==> config.mk <==
export PLATFORM = sky130hd
export DESIGN_NAME = blk_byte_packer
export DESIGN_NICKNAME = d
export VERILOG_FILES = /design/src/rtl/bbp_pkg.sv /design/src/rtl/bbp_counters.sv /design/src/rtl/bbp_lane.sv /design/src/rtl/blk_byte_packer.sv
export SDC_FILE = /design/constraint.sdc
export NUM_CORES = 1
export LEC_CHECK = 0
export BUFFER_PORTS_ARGS = -buffer_cell sky130_fd_sc_hd__clkbuf_2
export CAP_MARGIN = 20
export CORE_MARGIN = 2
export CORE_UTILIZATION = 57
export CTS_CLUSTER_SIZE = 24
export DETAILED_ROUTE_END_ITERATION = 12
export PLACE_DENSITY = 0.87
export SLEW_MARGIN = 0
export SYNTH_ARGS = -nofsm -noshare
export SYNTH_HDL_FRONTEND = slang
export SYNTH_SLANG_ARGS = --single-unit
==> constraint.sdc <==
create_clock -name clk -period 5.4 [get_ports clk]
set_input_delay 0.81 -clock clk [delete_from_list [all_inputs] [get_ports clk]]
set_output_delay 0.81 -clock clk [all_outputs]
set_load 0.01 [all_outputs]
==> src/rtl/bbp_pkg.sv <==
`timescale 1ns/1ps
package bbp_pkg;
  typedef enum logic {DIR_TX = 1'b0, DIR_RX = 1'b1} xfer_dir_e;
endpackage

==> src/rtl/bbp_counters.sv <==
`timescale 1ns/1ps
module bbp_counters #(
  parameter int LEN_W = 11
) (
  input  logic             clk,
  input  logic             rst_n,
  input  logic             enable,
  input  logic             len_wr,
  input  logic [LEN_W-1:0] len_val,
  input  logic             cnt_wr,
  input  logic [LEN_W-1:0] cnt_val,
  input  logic             step,
  output logic [LEN_W:0]   byte_cnt,
  output logic [LEN_W:0]   blk_cnt,
  output logic             last_byte,
  output logic             last_blk,
  output logic             cfg_ok
);
  localparam int CNT_W = LEN_W + 1;

  function automatic logic [CNT_W-1:0] fn_field(input logic [LEN_W-1:0] f);
    return {1'b0, f} + CNT_W'(1);
  endfunction

  logic [CNT_W-1:0] blk_len, blk_num, len_next;

  assign len_next  = len_wr ? fn_field(len_val) : blk_len;
  assign last_byte = (byte_cnt == CNT_W'(1));
  assign last_blk  = (blk_cnt == CNT_W'(1));
  assign cfg_ok    = (byte_cnt != '0) && (blk_cnt != '0);

  always_ff @(posedge clk or negedge rst_n) begin
    if (!rst_n) begin
      blk_len <= '0; blk_num <= '0; byte_cnt <= '0; blk_cnt <= '0;
    end else if (!enable) begin
      blk_len <= '0; blk_num <= '0; byte_cnt <= '0; blk_cnt <= '0;
    end else if (len_wr || cnt_wr) begin
      if (len_wr) begin
        blk_len  <= len_next;
        byte_cnt <= len_next;
      end
      if (cnt_wr) begin
        blk_num  <= fn_field(cnt_val);
        blk_cnt  <= fn_field(cnt_val);
        byte_cnt <= len_next;
      end
    end else if (step) begin
      if (last_byte) begin
        byte_cnt <= blk_len;
        blk_cnt  <= last_blk ? blk_num : blk_cnt - CNT_W'(1);
      end else begin
        byte_cnt <= byte_cnt - CNT_W'(1);
      end
    end
  end

  p_len_load_r1: assert property (@(posedge clk) disable iff (!rst_n)
    enable && len_wr && !cnt_wr |=> byte_cnt == fn_field($past(len_val)));
  p_cnt_load_r2: assert property (@(posedge clk) disable iff (!rst_n)
    enable && cnt_wr && !len_wr |=> blk_cnt == fn_field($past(cnt_val)) && byte_cnt == $past(blk_len));
  p_byte_dec_r8: assert property (@(posedge clk) disable iff (!rst_n)
    enable && step && !len_wr && !cnt_wr && !last_byte |=> byte_cnt == $past(byte_cnt) - CNT_W'(1));
  p_blk_step_r8: assert property (@(posedge clk) disable iff (!rst_n)
    enable && step && !len_wr && !cnt_wr && last_byte && !last_blk
    |=> blk_cnt == $past(blk_cnt) - CNT_W'(1) && byte_cnt == $past(blk_len));
  p_blk_reload_r9: assert property (@(posedge clk) disable iff (!rst_n)
    enable && step && !len_wr && !cnt_wr && last_byte && last_blk |=> blk_cnt == $past(blk_num));
endmodule

==> src/rtl/bbp_lane.sv <==
`timescale 1ns/1ps
module bbp_lane #(
  parameter int BYTE_W = 8,
  localparam int WORD_W = 2 * BYTE_W
) (
  input  logic              clk,
  input  logic              rst_n,
  input  logic              clear,
  input  logic              rx_fire,
  input  logic              tx_fire,
  input  logic              last_byte,
  input  logic [BYTE_W-1:0] rx_byte,
  input  logic [WORD_W-1:0] head_word,
  output logic              phase,
  output logic              word_done,
  output logic [WORD_W-1:0] push_word,
  output logic [BYTE_W-1:0] tx_byte
);
  logic [BYTE_W-1:0] hold;
  logic              fire;

  function automatic logic [WORD_W-1:0] fn_pack(input logic hi, input logic [BYTE_W-1:0] lo_b,
                                                input logic [BYTE_W-1:0] new_b);
    return hi ? {new_b, lo_b} : {{BYTE_W{1'b0}}, new_b};
  endfunction

  assign fire      = rx_fire | tx_fire;
  assign word_done = fire & (phase | last_byte);
  assign push_word = fn_pack(phase, hold, rx_byte);
  assign tx_byte   = phase ? head_word[WORD_W-1:BYTE_W] : head_word[BYTE_W-1:0];

  always_ff @(posedge clk or negedge rst_n) begin
    if (!rst_n) begin
      phase <= 1'b0;
      hold  <= '0;
    end else if (clear) begin
      phase <= 1'b0;
    end else if (fire) begin
      phase <= ~phase & ~last_byte;
      if (rx_fire && !phase) hold <= rx_byte;
    end
  end

  p_phase_reset_r12: assert property (@(posedge clk) disable iff (!rst_n)
    fire && last_byte |=> !phase);
  p_pair_close_r4: assert property (@(posedge clk) disable iff (!rst_n)
    fire && phase && !clear |=> !phase);
endmodule

==> src/rtl/blk_byte_packer.sv <==
`timescale 1ns/1ps
module blk_byte_packer #(
  parameter int LEN_W      = 11,
  parameter int BYTE_W     = 8,
  parameter int FIFO_DEPTH = 32,
  localparam int WORD_W    = 2 * BYTE_W,
  localparam int LVL_W     = $clog2(FIFO_DEPTH) + 1,
  localparam int CNT_W     = LEN_W + 1
) (
  input  logic              clk,
  input  logic              rst_n,
  input  logic              enable,
  input  logic              len_wr,
  input  logic [LEN_W-1:0]  len_val,
  input  logic              cnt_wr,
  input  logic [LEN_W-1:0]  cnt_val,
  input  logic              cmd_start,
  input  logic              cmd_is_data,
  input  logic              cmd_dir,
  input  logic              done_clr,
  input  logic [LVL_W-2:0]  af_level,
  input  logic [LVL_W-1:0]  fifo_level,
  input  logic              fifo_empty,
  input  logic [WORD_W-1:0] fifo_rdata,
  output logic              fifo_push,
  output logic [WORD_W-1:0] fifo_wdata,
  output logic              fifo_pop,
  output logic              fifo_flush,
  input  logic              rx_valid,
  input  logic [BYTE_W-1:0] rx_data,
  output logic              rx_ready,
  output logic              tx_valid,
  output logic [BYTE_W-1:0] tx_data,
  input  logic              tx_ready,
  output logic [CNT_W-1:0]  byte_cnt,
  output logic [CNT_W-1:0]  blk_cnt,
  output logic              active,
  output logic              done
);
  import bbp_pkg::*;

  xfer_dir_e dir_q;
  logic cfg_busy, cfg_ok, move_ok, rx_fire, tx_fire, step;
  logic last_byte, last_blk, xfer_end, word_done, phase;

  assign cfg_busy = cmd_start | len_wr | cnt_wr;
  assign move_ok  = enable & active & ~cfg_busy & cfg_ok;
  assign rx_ready = move_ok & (dir_q == DIR_RX) & (fifo_level <= LVL_W'(af_level));
  assign tx_valid = move_ok & (dir_q == DIR_TX) & ~fifo_empty;
  assign rx_fire  = rx_valid & rx_ready;
  assign tx_fire  = tx_valid & tx_ready;
  assign step     = rx_fire | tx_fire;
  assign xfer_end = step & last_byte & last_blk;

  assign fifo_flush = enable & cmd_start & cmd_is_data;
  assign fifo_push  = word_done & rx_fire;
  assign fifo_pop   = word_done & tx_fire;

  bbp_counters #(.LEN_W(LEN_W)) u_cnt (
    .clk(clk), .rst_n(rst_n), .enable(enable),
    .len_wr(len_wr), .len_val(len_val), .cnt_wr(cnt_wr), .cnt_val(cnt_val),
    .step(step), .byte_cnt(byte_cnt), .blk_cnt(blk_cnt),
    .last_byte(last_byte), .last_blk(last_blk), .cfg_ok(cfg_ok)
  );

  bbp_lane #(.BYTE_W(BYTE_W)) u_lane (
    .clk(clk), .rst_n(rst_n), .clear(~enable | cmd_start),
    .rx_fire(rx_fire), .tx_fire(tx_fire), .last_byte(last_byte),
    .rx_byte(rx_data), .head_word(fifo_rdata),
    .phase(phase), .word_done(word_done), .push_word(fifo_wdata), .tx_byte(tx_data)
  );

  always_ff @(posedge clk or negedge rst_n) begin
    if (!rst_n) begin
      active <= 1'b0;
      dir_q  <= DIR_TX;
      done   <= 1'b0;
    end else if (!enable) begin
      active <= 1'b0;
      dir_q  <= DIR_TX;
      done   <= 1'b0;
    end else begin
      if (cmd_start) begin
        active <= cmd_is_data;
        if (cmd_is_data) dir_q <= xfer_dir_e'(cmd_dir);
      end else if (xfer_end) begin
        active <= 1'b0;
      end
      if (xfer_end)      done <= 1'b1;
      else if (done_clr) done <= 1'b0;
    end
  end

  p_flush_cmd_r3: assert property (@(posedge clk) disable iff (!rst_n)
    fifo_flush |=> active);
  p_nodata_idle_r3: assert property (@(posedge clk) disable iff (!rst_n)
    enable && cmd_start && !cmd_is_data |=> !active);
  p_push_rx_only_r4: assert property (@(posedge clk) disable iff (!rst_n)
    fifo_push |-> rx_valid && dir_q == DIR_RX);
  p_pop_handshake_r6: assert property (@(posedge clk) disable iff (!rst_n)
    fifo_pop |-> tx_valid && tx_ready);
  p_rx_stall_r7: assert property (@(posedge clk) disable iff (!rst_n)
    (fifo_level > LVL_W'(af_level)) |-> !rx_ready);
  p_tx_empty_r7: assert property (@(posedge clk) disable iff (!rst_n)
    fifo_empty |-> !tx_valid);
  p_done_rise_r9: assert property (@(posedge clk) disable iff (!rst_n)
    $rose(done) |-> $past(active) && !active);
  p_disable_clear_r10: assert property (@(posedge clk) disable iff (!rst_n)
    !enable |=> byte_cnt == '0 && blk_cnt == '0 && !active && !done);
  p_idle_quiet_r11: assert property (@(posedge clk) disable iff (!rst_n)
    (!active || cfg_busy) |-> !rx_ready && !tx_valid);
endmodule

==> qor.yml, run 1 <==
sta:
  slew_violations: 0
  skew_ps: 10.9
  fin_crit_ps: 3880
  period_share_pct: 71.8
  slew_headroom_pct: 41.1
  fmax_ghz: 0.258
  rsz0062_at_grt: "false"
  finalSetupTns_ps: 0
  tightest_slew_ps: 884
  finalSetupViolations: 0
  finalHoldViolations: 0
  hold_ws_ps: 499
setup_path:
  crit_type: "in -> out"
  reg2reg_to: "u_cnt.blk_cnt[1]"
  reg2reg_depth: 6
  slowest_stage: "or2_1"
  r2r_setup_slack_ps: 2350
  crit_chain: "clkbuf_2 -> or2_1 -> or3_1 -> or3_1 -> nor3_1 -> clkbuf_2"
  setup.worst_path.start: "cnt_wr"
  crit_end: "tx_valid"
  endpoint_kind: "output port"
  timing.rr.start: "u_cnt.byte_cnt[4]"
  worstPathArrival_ps: 3070
  required_ps: 4590
  setup.worst_path.start_class: "input port"
  cpPeakStageDelay_ps: 570
  crit_fanout: 28
place:
  dp_hpwl_mm: 8.82
  finalWeightedCongestion: 0.943
  numPortBuffers: 123
clocking:
  cts_setup_buffers: 0
  root_buffer: "clkbuf_8"
  clk_pin_slew_worst_paths_ps: 70
  cts.sinks: 60
  htreeDepth: 3
  numCtsBuffers: 9
  clkLatencyLatePin_ps: 350
  cts_resized: 0
  cts_tree: "built"
  postCtsHoldBufs: 0
  cts_buffer_depth: 2
synthesis:
  synthTopCellsByArea: "dfrtp_1, mux2_2, nor2_1, ha_1, nand2_1"
  syn_inst: 487
  synth_top_cell_by_area: "dfrtp_1"
  yosys_warnings: 0
  ys_types: 55
  syn_area_per_cell_um2: 8.64
  netlist_area_um2: 4210
  synthesis.nets: 569
  synth_top_area_share_pct: 35.7
  async_flop_share_pct: 100
  synth_edf_count: 0
  ys_seq_area_share_pct: 35.7
  synthFlopType: "dfrtp_1"
  synth-seq-cells: 60
drt:
  dr.pass1.iters: 5
  routed_wl_mm: 11.5
  initialDrtViolationCount: 499
  vias: 4233
  avgRoutedWirePerCell_um: 16.5
  drc: 0
  vias_per_cell: 6.03
  drt.antenna.violating_nets: 0
die:
  dieArea_um2: 8080
  fp-row-count: 31
  die_y_um: 89.9
  ios: 124
  start_util_pct: 58.3
  coreArea_um2: 7210
  die_w_um: 89.9
finish:
  drive_gt1_share_pct: 28.5
  n_antenna_cell: 0
  syn_to_final_growth_pct: 19.7
  final_nets: 681
global_route:
  antenna_found_initial: 0
  grt_pass1_vias: 4061
  use_met1_pct: 38.6
  use_met2_pct: 47.9
  grt_first_pass_wirelength_mm: 19.4
  grt_max_degree: 61
  gr-max-usage-layer: "met2"
  grt.overflow.total: 0
  grt_use_met3_pct: 6.96
  track_usage_pct: 29.4
job:
  max_cap_violations: 0
run_status:
  status: "finished clean"
pwr:
  irDropWorstVdd_uv: 115
  total_power_uw: 1190
  powerDensity_nw_per_um2: 237
  p_leak_uw: 0.00241
min_path:
  min_path_type: "reg -> reg"
metrics by stage:
step	std cells	area [um2]	setup WS (ps)	util (%)
2_1_floorplan	487	4210	2150	-
3_3_place_gp	687	4840	1590	67.1
3_5_place_dp	687	4840	1520	67.1
4_1_cts	702	5030	1510	69.8
5_1_grt	702	5030	1330	69.8
6_report	702	5030	1520	69.8
cells in the mapped netlist, drive strengths merged (2+ instances only):
master,number
ha,13
xnor2,17
mux2,26
o211ai,4
a32oi,2
or4,3
mux2i,11
a2111oi,2
a211o,6
o32ai,3
nor3,14
buf,9
o2bb2a,2
nand2b,3
a21oi,21
nand2,42
clkbuf,17
nor2b,4
or3,2
a31oi,5
nor4,10
a211oi,17
nand4,9
and4,2
nor3b,2
or2,2
and2,16
o21a,4
nand3,21
nor2,67
and4b,2
a311oi,2
xor2,13
and3,4
dfrtp,60
o21ai,16
inv,21
o31ai,2
cells in the final DEF, fill, tap and decap left out, drive strengths merged, types with 3 or more instances in the layout:
cell type / instances
nand4: 9
mux2i: 11
o21a: 4
nand3: 21
inv: 21
nor4: 10
ha: 13
clkinv: 3
a21oi: 21
mux2: 26
and2: 16
nand2b: 3
clkbuf: 133
dfrtp: 60
a211o: 6
buf: 4
o21ai: 16
a211oi: 17
nor3: 14
xnor2: 17
o32ai: 3
nor2b: 4
a31oi: 5
or4: 3
and3: 4
xor2: 13
nor2: 67
o211ai: 4
nand2: 42
worst max-delay path: cells and delay by family:
kind                   cells  cell delay (ps)
buffers and inverters      2              480
AND/OR/NAND/NOR            4             1770
power by group:
| part | leakage (uW) | switching [uW] | total, uW | internal, uW |
|---|---|---|---|---|
| registers | 0.000794 | 36.9 | 515 | 478 |
| logic | 0.00151 | 165 | 281 | 116 |
| clock network | 0.0000979 | 177 | 398 | 220 |
final cells by class:
cell class,instances,area (um2)
multi-input cells,380,2490
fillers,584,2180
flip-flops and latches,60,1500
repair buffers,127,646
clock buffers,10,138
well taps,99,124
inverters,21,78.8
clock inverters,5,52.6
worst min-delay path by stage:
| stage | startpoint | end | slack, ps | cells past startpoint |
|---|---|---|---|---|
| detailed placement | u_cnt.blk_num[9] | u_cnt.blk_num[9] | 480 | 1 |
| global route | u_cnt.blk_num[9] | u_cnt.blk_num[9] | 520 | 1 |
| finish | u_cnt.blk_num[9] | u_cnt.blk_num[9] | 500 | 1 |
| global placement | u_cnt.blk_num[9] | u_cnt.blk_num[9] | 470 | 1 |
| floorplan | u_cnt.blk_num[9] | u_cnt.blk_num[9] | 450 | 1 |
| CTS | u_cnt.blk_num[9] | u_cnt.blk_num[9] | 500 | 1 |
logic make-up (layout without fill, tap and decap cells):
| kind of cell | after synthesis | after routing | synth area share [%] |
|---|---|---|---|
| AO/OA/AOI/OAI | 96 | 96 | 15.9 |
| flip-flops | 60 | 60 | 35.7 |
| AND/OR/NAND/NOR | 204 | 204 | 23.7 |
| XOR/XNOR | 30 | 30 | 6.25 |
| adder cells (fa/ha/maj) | 13 | 13 | 3.87 |
| multiplexers | 37 | 37 | 9.58 |
| buffers and inverters | 47 | 163 | 5.03 |
per-layer routing:
layer  vias to the layer above  routed length [um]
met2                       258                5380
met1                      1982                4840
li1                       1968                   -
met5                         -                   0
met3                        25                1120
met4                         0                 210
registers in the layout, indices dropped and copies added (netlist names):
name and count:
u_cnt.blk_cnt 12, u_cnt.blk_len 12, u_cnt.blk_num 12, u_cnt.byte_cnt 12, u_lane.hold 8, active 1, dir_q 1, done 1
u_lane.phase 1
Note: power is estimated with default switching activity, not from simulation.
==> run 2, diff against run 1 <==
- CORE_UTILIZATION: 57 -> 53
- PLACE_DENSITY: 0.87 -> 0.82
- clock period: 5.4 -> 3.63 ns (I/O delays scaled with it)
==> qor.yml, run 2 (same netlist as run 1, synthesis figures left out) <==
run_status:
  status: "finished clean"
setup_path:
  reg2reg_depth: 8
  critPathBufInv: 1
  crit_chain: "or4_1 -> nor3_1 -> and2_1 -> nor2_1 -> nor3_1 -> clkbuf_2"
  crit_top_cell: "nor3_1"
  slowest_stage: "or4_1"
  r2r_setup_slack_ps: 850
  endpoint_kind: "output port"
  setup.worst_path.start_class: "flop"
  reg2reg_to: "u_cnt.byte_cnt[0]"
  timing.rr.start: "u_cnt.blk_cnt[0]"
  worstPathArrival_ps: 2690
  crit_fanout: 6
  path_delay_family: "simple AND/OR/NAND/NOR gates"
  cpPeakStageDelay_ps: 610
  required_ps: 3090
  crit_type: "reg -> out"
clocking:
  cts_buffer_depth: 2
  root_buffer: "clkbuf_8"
  clk_pin_slew_worst_paths_ps: 70
  postCtsHoldBufs: 0
  cts.sinks: 60
  cts_setup_buffers: 0
  clkLatencyLatePin_ps: 340
  cts_resized: 0
  htreeDepth: 3
  numCtsBuffers: 9
  cts_tree: "built"
sta:
  period_share_pct: 89.0
  hold_ws_ps: 290
  tightest_slew_ps: 914
  finalHoldViolations: 0
  slew_violations: 0
  skew_ps: 7.93
  rsz0062_at_grt: "false"
  fin_ws_ps: 398
  finalSetupViolations: 0
  finalSetupTns_ps: 0
  fmax_ghz: 0.309
  slew_headroom_pct: 38.5
  fin_crit_ps: 3230
pwr:
  clkPwrFrac_pct: 38.9
  p_leak_uw: 0.00247
  internal_power_uw: 1390
  combPwrFrac_pct: 22.1
  powerDensity_nw_per_um2: 381
  switching_power_uw: 576
  netSwitchingFraction_pct: 29.4
  seqPwrFrac_pct: 39.0
  irDropWorstVdd_uv: 213
global_route:
  grt_pass1_vias: 3954
  grt_first_pass_wirelength_mm: 19.0
  antenna_found_initial: 0
  grt_max_degree: 33
  grt.overflow.total: 0
  track_usage_pct: 27.8
die:
  die_y_um: 93.1
  fp-row-count: 32
  ios: 124
  die_w_um: 93.1
  dieArea_um2: 8670
  coreArea_um2: 7730
  start_util_pct: 54.4
drt:
  drc: 0
  initialDrtViolationCount: 356
  vias_per_cell: 5.94
  vias: 4243
  routed_wl_mm: 12.1
  drt.antenna.violating_nets: 0
  avgRoutedWirePerCell_um: 16.9
  dr.pass1.iters: 5
place:
  dp_hpwl_mm: 8.98
  finalWeightedCongestion: 0.904
  numPortBuffers: 123
  pre_cts_ws_ps: 541
finish:
  n_antenna_cell: 0
  drive_gt1_share_pct: 29.4
  final_nets: 689
  syn_to_final_growth_pct: 22.6
  layout_commonest_cell: "clkbuf_2"
  final_cell_mix: "clkbuf_2, nor2_1, dfrtp_1"
min_path:
  min_path_type: "in -> async"
job:
  max_cap_violations: 0
==> run 2: cell count changes in the layout (fill, tap and decap cells not counted) <==
cell        previous run  this run
clkbuf_1               0         1
clkinv_2               3         1
bufinv_16              1         3
buf_4                  4        12
clkbuf_8              10        11
clkinvlp_4             1         0
==> run 2: metrics by stage <==
step / area [um2] / power, uW / utilization, % / std cells
6_report: 5160 / 1960 / 66.7 / 714
3_3_place_gp: 4910 / 1190 / 63.5 / 698
3_5_place_dp: 4910 / 1200 / 63.5 / 698
2_1_floorplan: 4210 / 1020 / - / 487
5_1_grt: 5160 / 2050 / 66.7 / 714
4_1_cts: 5160 / 1960 / 66.7 / 714
==> run 2: worst max-delay path by stage <==
stage               depth (start not counted)                to  slack (ps)               from
floorplan                                   8    u_lane.hold[0]         860             cnt_wr
global placement                           10  u_cnt.blk_cnt[1]         640        af_level[4]
detailed placement                         10  u_cnt.blk_cnt[1]         540        af_level[4]
CTS                                         6         fifo_push         440  u_cnt.byte_cnt[8]
global route                                6         fifo_push         290  u_cnt.byte_cnt[8]
finish                                      6         fifo_push         400  u_cnt.byte_cnt[8]
==> run 2: per-layer routing <==
metal	track usage, %	share of wire (%)
met1	37.4	43
met2	45.7	47
met3	4.51	8.1
met4	9.80	1.8
met5	0	0
==> run 2: power by group through the flow <==
| stage | Sequential, uW | Combinational (uW) | Clock [uW] |
|---|---|---|---|
| CTS | 764 | 432 | 764 |
| global route | 771 | 476 | 806 |
| detailed placement | 776 | 428 | 0 |
| floorplan | 770 | 251 | 0 |
| finish | 765 | 433 | 764 |
| global placement | 775 | 418 | 0 |
==> run 2: cell type report <==
type	count	area, um2
tap	102	128
clock inverter	4	95.1
fill	669	2570
inverter	21	78.8
multi-input combinational	380	2490
timing repair buffer	135	706
sequential	60	1500
clock buffer	12	155
